[config.mk]
export PLATFORM = sky130hd
export DESIGN_NAME = vlt_line_timer
export DESIGN_NICKNAME = d
export VERILOG_FILES = /design/src/rtl/vlt_pkg.sv /design/src/rtl/vlt_accum.sv /design/src/rtl/vlt_posreg.sv /design/src/rtl/vlt_scan.sv /design/src/rtl/vlt_line_timer.sv
export SDC_FILE = /design/constraint.sdc
export NUM_CORES = 1
export LEC_CHECK = 0
export ABC_AREA = 1
export BUFFER_PORTS_ARGS = -buffer_cell sky130_fd_sc_hd__buf_2
export CAP_MARGIN = 40
export CORE_MARGIN = 3
export CORE_UTILIZATION = 40
export CTS_CLUSTER_DIAMETER = 40
export DETAILED_ROUTE_END_ITERATION = 10
export PLACE_DENSITY = 0.71
export SETUP_SLACK_MARGIN = 0.1
export SLEW_MARGIN = 25
export SYNTH_ARGS = -nofsm -noshare
export SYNTH_HDL_FRONTEND = slang
export SYNTH_SLANG_ARGS = --single-unit
[constraint.sdc]
create_clock -name clk -period 7.85 [get_ports clk]
set_input_delay 1.57 -clock clk [delete_from_list [all_inputs] [get_ports clk]]
set_output_delay 1.57 -clock clk [all_outputs]
set_load 0.03 [all_outputs]
[src/rtl/vlt_pkg.sv]
package vlt_pkg;

    typedef struct packed {
        logic retrace;
        logic irq1;
        logic irq2;
        logic present;
    } vlt_events_t;

endpackage

[src/rtl/vlt_accum.sv]
module vlt_accum #(
    parameter int NS_W  = 8,
    parameter int ACC_W = 15
) (
    input  logic             clk,
    input  logic             rst_n,
    input  logic [NS_W-1:0]  ns_inc,
    input  logic [ACC_W-1:0] period,
    output logic             advance
);
    logic [ACC_W-1:0] rem_d, rem_q;
    logic [ACC_W-1:0] sum;

    always_comb begin
        sum     = rem_q + ACC_W'(ns_inc);
        advance = (sum >= period);
        rem_d   = advance ? (sum - period) : sum;
    end

    always_ff @(posedge clk) begin
        if (!rst_n) rem_q <= '0;
        else        rem_q <= rem_d;
    end
endmodule

[src/rtl/vlt_posreg.sv]
module vlt_posreg #(
    parameter int LINE_W = 10,
    parameter int DATA_W = 32,
    parameter int LSB_P1 = 16,
    parameter int LSB_P2 = 0
) (
    input  logic                        clk,
    input  logic                        rst_n,
    input  logic                        wr_en,
    input  logic [DATA_W-1:0]           wr_data,
    output logic [1:0][LINE_W-1:0]      pos
);
    // index 1 holds position 1, index 0 holds position 2
    for (genvar g = 0; g < 2; g++) begin : g_field
        localparam int LSB = (g == 1) ? LSB_P1 : LSB_P2;
        logic [LINE_W-1:0] pos_d, pos_q;

        always_comb begin
            pos_d = pos_q;
            if (wr_en) pos_d = wr_data[LSB +: LINE_W];
        end

        always_ff @(posedge clk) begin
            if (!rst_n) pos_q <= '0;
            else        pos_q <= pos_d;
        end

        assign pos[g] = pos_q;
    end
endmodule

[src/rtl/vlt_scan.sv]
module vlt_scan
    import vlt_pkg::*;
#(
    parameter int LINE_W       = 10,
    parameter int FRAME_W      = 32,
    parameter int PRESENT_LINE = 65
) (
    input  logic                   clk,
    input  logic                   rst_n,
    input  logic                   advance,
    input  logic [LINE_W-1:0]      total,
    input  logic [1:0][LINE_W-1:0] pos,
    input  logic                   base_wr,
    output logic [LINE_W-1:0]      line,
    output vlt_events_t            events,
    output logic [FRAME_W-1:0]     frame_count
);
    localparam logic [LINE_W-1:0] PRES = LINE_W'(PRESENT_LINE);

    typedef struct packed {
        logic [LINE_W-1:0]  line;
        logic               pend;
        logic [FRAME_W-1:0] frame;
        vlt_events_t        ev;
    } scan_st_t;

    scan_st_t st_d, st_q;
    logic [LINE_W:0]   inc;
    logic              wrap;
    logic [LINE_W-1:0] cand;
    logic [1:0]        hit;

    always_comb begin
        inc  = {1'b0, st_q.line} + 1'b1;
        wrap = (inc >= {1'b0, total});
        cand = wrap ? '0 : inc[LINE_W-1:0];
    end

    for (genvar g = 0; g < 2; g++) begin : g_cmp
        assign hit[g] = (cand == pos[g]);
    end

    always_comb begin
        st_d    = st_q;
        st_d.ev = '0;
        if (advance) begin
            st_d.line    = cand;
            st_d.ev.irq1 = hit[1];
            st_d.ev.irq2 = hit[0];
            if (wrap) begin
                st_d.ev.retrace = 1'b1;
                st_d.pend       = 1'b1;
            end
            if (cand == PRES && st_d.pend) begin
                st_d.ev.present = 1'b1;
                st_d.pend       = 1'b0;
            end
        end
        if (base_wr && st_d.pend) begin
            st_d.ev.present = 1'b1;
            st_d.pend       = 1'b0;
        end
        if (st_d.ev.present) st_d.frame = st_q.frame + 1'b1;
    end

    always_ff @(posedge clk) begin
        if (!rst_n) st_q <= '0;
        else        st_q <= st_d;
    end

    assign line        = st_q.line;
    assign events      = st_q.ev;
    assign frame_count = st_q.frame;
endmodule

[src/rtl/vlt_line_timer.sv]
module vlt_line_timer
    import vlt_pkg::*;
#(
    parameter int NS_W         = 8,
    parameter int LINE_W       = 10,
    parameter int FRAME_W      = 32,
    parameter int DATA_W       = 32,
    parameter int STD60_LINES  = 525,
    parameter int STD60_NS     = 31746,
    parameter int STD50_LINES  = 625,
    parameter int STD50_NS     = 32000,
    parameter int PRESENT_LINE = 65
) (
    input  logic               clk,
    input  logic               rst_n,
    input  logic [NS_W-1:0]    ns_elapsed,
    input  logic               std_50hz,
    input  logic               pos_wr_en,
    input  logic [DATA_W-1:0]  pos_wr_data,
    input  logic               base_wr_en,
    output logic [LINE_W-1:0]  line_idx,
    output logic               retrace_pulse,
    output logic               line1_irq,
    output logic               line2_irq,
    output logic               present_pulse,
    output logic [FRAME_W-1:0] frame_count
);
    localparam int MAX_NS = (STD50_NS > STD60_NS) ? STD50_NS : STD60_NS;
    localparam int ACC_W  = $clog2(MAX_NS + (1 << NS_W));

    logic [ACC_W-1:0]        period;
    logic [LINE_W-1:0]       total;
    logic                    advance;
    logic [1:0][LINE_W-1:0]  pos_w;
    vlt_events_t             ev;

    always_comb begin
        period = std_50hz ? ACC_W'(STD50_NS) : ACC_W'(STD60_NS);
        total  = std_50hz ? LINE_W'(STD50_LINES) : LINE_W'(STD60_LINES);
    end

    vlt_accum #(.NS_W(NS_W), .ACC_W(ACC_W)) u_accum (
        .clk(clk), .rst_n(rst_n), .ns_inc(ns_elapsed),
        .period(period), .advance(advance)
    );

    vlt_posreg #(.LINE_W(LINE_W), .DATA_W(DATA_W), .LSB_P1(16), .LSB_P2(0)) u_pos (
        .clk(clk), .rst_n(rst_n), .wr_en(pos_wr_en),
        .wr_data(pos_wr_data), .pos(pos_w)
    );

    vlt_scan #(.LINE_W(LINE_W), .FRAME_W(FRAME_W), .PRESENT_LINE(PRESENT_LINE)) u_scan (
        .clk(clk), .rst_n(rst_n), .advance(advance), .total(total),
        .pos(pos_w), .base_wr(base_wr_en), .line(line_idx),
        .events(ev), .frame_count(frame_count)
    );

    assign retrace_pulse = ev.retrace;
    assign line1_irq     = ev.irq1;
    assign line2_irq     = ev.irq2;
    assign present_pulse = ev.present;
endmodule

==> results_dict.tcl <==
set metrics [dict create \
    fill_cells 1437 \
    rrSetupSlack_ns 3.97 \
    grt_use_total_pct 16.3 \
    synth_seq_cells 82 \
    clk_path_buf_depth 2 \
    rsz0062_at_grt "no" \
    num_antenna_cells 0 \
    vdd_drop_max_v 0.000115 \
    max_slew_margin_pct 53.6 \
    start_util_pct 41.9 \
    ys_seq_area_share_pct 28.9 \
    viasPerCell 4.84 \
    crit_path_cell_trace "buf_2, ha_1, fa_1, nand2_1, nand2_1, nand2_1, clkinv_1, nand2_2, nand2_4, xor2_1, ha_1, nand2_1, nand2_1, nand3_2, nand2_2, nand2_2, nand3_2, buf_4, nand3_1, nand2_1, nor2_1" \
    gr-total-overflow 0 \
    layout_commonest_cell "nand2_1" \
    synth_nets 911 \
    cp_top_family "simple AND/OR/NAND/NOR gates" \
    drt-initial-drc-count 362 \
    max_cap_violations 0 \
    drt-pass1-iter-count 5 \
    r2r_end "u_scan.frame_count[25]" \
    syn_area_per_cell_um2 6.72 \
    cts_sinks 82 \
    dieArea_mm2 0.0157 \
    core_area_mm2 0.0136 \
    port-buffer-count 78 \
    hpwlAfterDp_mm 9.21 \
    pin_count 91 \
    hold_ws_ns 0.475 \
    vias 5081 \
    ant_nets 0 \
    grt_pass1_vias 4639 \
    antenna_found_initial 0 \
    place_ws_ns 2.57 \
    setup_viol 0 \
    cp.depth 21 \
    synth_top_area_share_pct 28.9 \
    rows 42 \
    wl_mm 12.7 \
    gp_congestion 0.892 \
    synthCells 846 \
    powerDensity_mw_per_mm2 178 \
    path_class "input pin to register" \
    period_share_pct 62.7 \
    cts_hold_buf 0 \
    clock_latency_ns 0.35 \
    min_path_type "register to register" \
    cp_num_buf_inv 3 \
    cts_setup_buffers 0 \
    cts_resized 0 \
    grt_max_degree 72 \
    drc 0 \
    worstPathMaxFanout 65 \
    outcome "finished, final reports clean" \
    regToRegStartpoint "u_accum.rem_q[0]" \
    area_growth_pct 6.73 \
    chipWidth_um 125 \
    root_buffer "clkbuf_16" \
    clkSlewWorstSetupHoldPaths_ns 0.06 \
    rr_worst_depth 20 \
    yosys.area.top_type "dfxtp_1" \
    drive_above_1_share_pct 13.7 \
    worstPathRequired_ns 8.08 \
    slowest_stage "buf_4" \
    die_h_um 125 \
    synth_warnings 0 \
    synth_top_cells_by_area "dfxtp_1 29%, nand2_1 10%, nor2_1 7.3%" \
    cp-start-kind "input pin" \
    cts_inserted_buffers 9 \
    final_cell_mix "157 x nand2_1, 110 x nor2_1, 102 x inv_1" \
    crit_end "u_scan.frame_count[25]" \
    total_power_w 0.00108 \
    layout.nets 933 \
    fmax_mhz 203 \
    final-hold-violation-count 0 \
    synth_area_mm2 0.00569 \
    synth_cell_type_count 38 \
    htreeDepth 3 \
    cts_tree "built" \
    p_leak_nw 3.08 \
    crit_top_cell "nand2_1" \
    fin_skew_ns 0.0128 \
    startpoint "ns_elapsed[0]" \
    tns_ns 0 \
    arrival_ns 5.15 \
    critPathCaptureType "register" \
    wire_per_inst_um 12.1 \
    tightestPinTransition_ns 0.695 \
    worst_slack_ns 2.93 \
    slew_viol_final 0 \
    grt_first_pass_wirelength_mm 21.8 \
    layout_min_cycle_time_ns 4.92 \
    cpPeakStageDelay_ns 0.51 \
]
[registers in the layout, summed over array words and instances, names as in the netlist]
name                 cells
u_scan.line             10
u_accum.rem_q           15
u_scan.events            4
u_scan.frame_count      32
u_scan.st_q              1
u_pos.g_field.pos_q     20
[worst min-delay path by stage]
stage / start / endpoint / slack [ns] / cells after the start
global placement: u_pos.g_field[1].pos_q[7] / u_pos.g_field[1].pos_q[7] / 0.47 / 2
CTS: u_pos.g_field[1].pos_q[7] / u_pos.g_field[1].pos_q[7] / 0.48 / 2
finish: u_pos.g_field[1].pos_q[7] / u_pos.g_field[1].pos_q[7] / 0.48 / 2
floorplan: u_pos.g_field[1].pos_q[7] / u_pos.g_field[1].pos_q[7] / 0.44 / 2
detailed placement: u_pos.g_field[1].pos_q[7] / u_pos.g_field[1].pos_q[7] / 0.47 / 2
global route: u_pos.g_field[0].pos_q[4] / u_pos.g_field[0].pos_q[4] / 0.53 / 2
[cells in the mapped netlist, drive strengths merged]
master	n
nand3b	2
a21oi	66
and2	1
xnor2	7
or3	2
nand2	166
nor3	13
ha	19
o21a	1
nor2	116
nor4	5
nand4	18
buf	60
o21bai	3
a211oi	4
dfxtp	82
a31oi	1
o21ai	39
clkinv	2
nand3	84
o22ai	1
inv	102
fa	1
clkbuf	10
xor2	41
[report_power, final]
group	total [W]	internal (W)	switching, W	leakage (nW)
combinational	0.000212	0.0000775	0.000135	2.27
sequential	0.000447	0.000435	0.0000114	0.668
clock	0.000424	0.000248	0.000176	0.141
total	0.00108	0.000760	0.000322	3.08
[metal layers]
layer / routed length [µm] / vias up / global-route usage (%)
li1: - / 2729 / -
met1: 6230 / 2220 / 22.3
met2: 5400 / 108 / 24.7
met3: 734 / 24 / 4.69
met4: 332 / 0 / 5.93
met5: 0 / - / 0
[layout make-up]
cell class              instances  area (µm²)  share of cell area [%]
clock inverters                 4        52.6                   0.866
flip-flops and latches         82        1640                    27.0
clock buffers                  12         236                    3.90
multi-input cells             590        3120                    51.3
inverters                     104         390                    6.43
repair buffers                 81         413                    6.80
well taps                     176         220                    3.63
[cell families after synthesis]
family	count (synthesis)	synth area share, %
DFF	82	28.9
and+or+nand+nor	407	32.1
buffers and inverters	174	16.3
adders and majority gates	20	4.53
xor gates and xnor gates	48	7.52
AOI/OAI and AO/OA	115	10.6
[worst register-to-register path, delay by kind of cell (launching register included)]
kind          cells  cell delay (ns)
xor+xnor          1             0.17
fa+ha+maj         3             1.00
buf+inv           2             0.60
flops             1             0.30
simple gates     14             1.70
[metrics by stage]
stage               utilization, %  area (µm²)  instances
global route                  44.8        6070       1049
global placement              42.6        5780       1033
finish                        44.8        6070       1049
detailed placement            42.6        5780       1033
floorplan                        -        5690        846
CTS                           44.8        6070       1049
(Power assumes the default switching activity.)
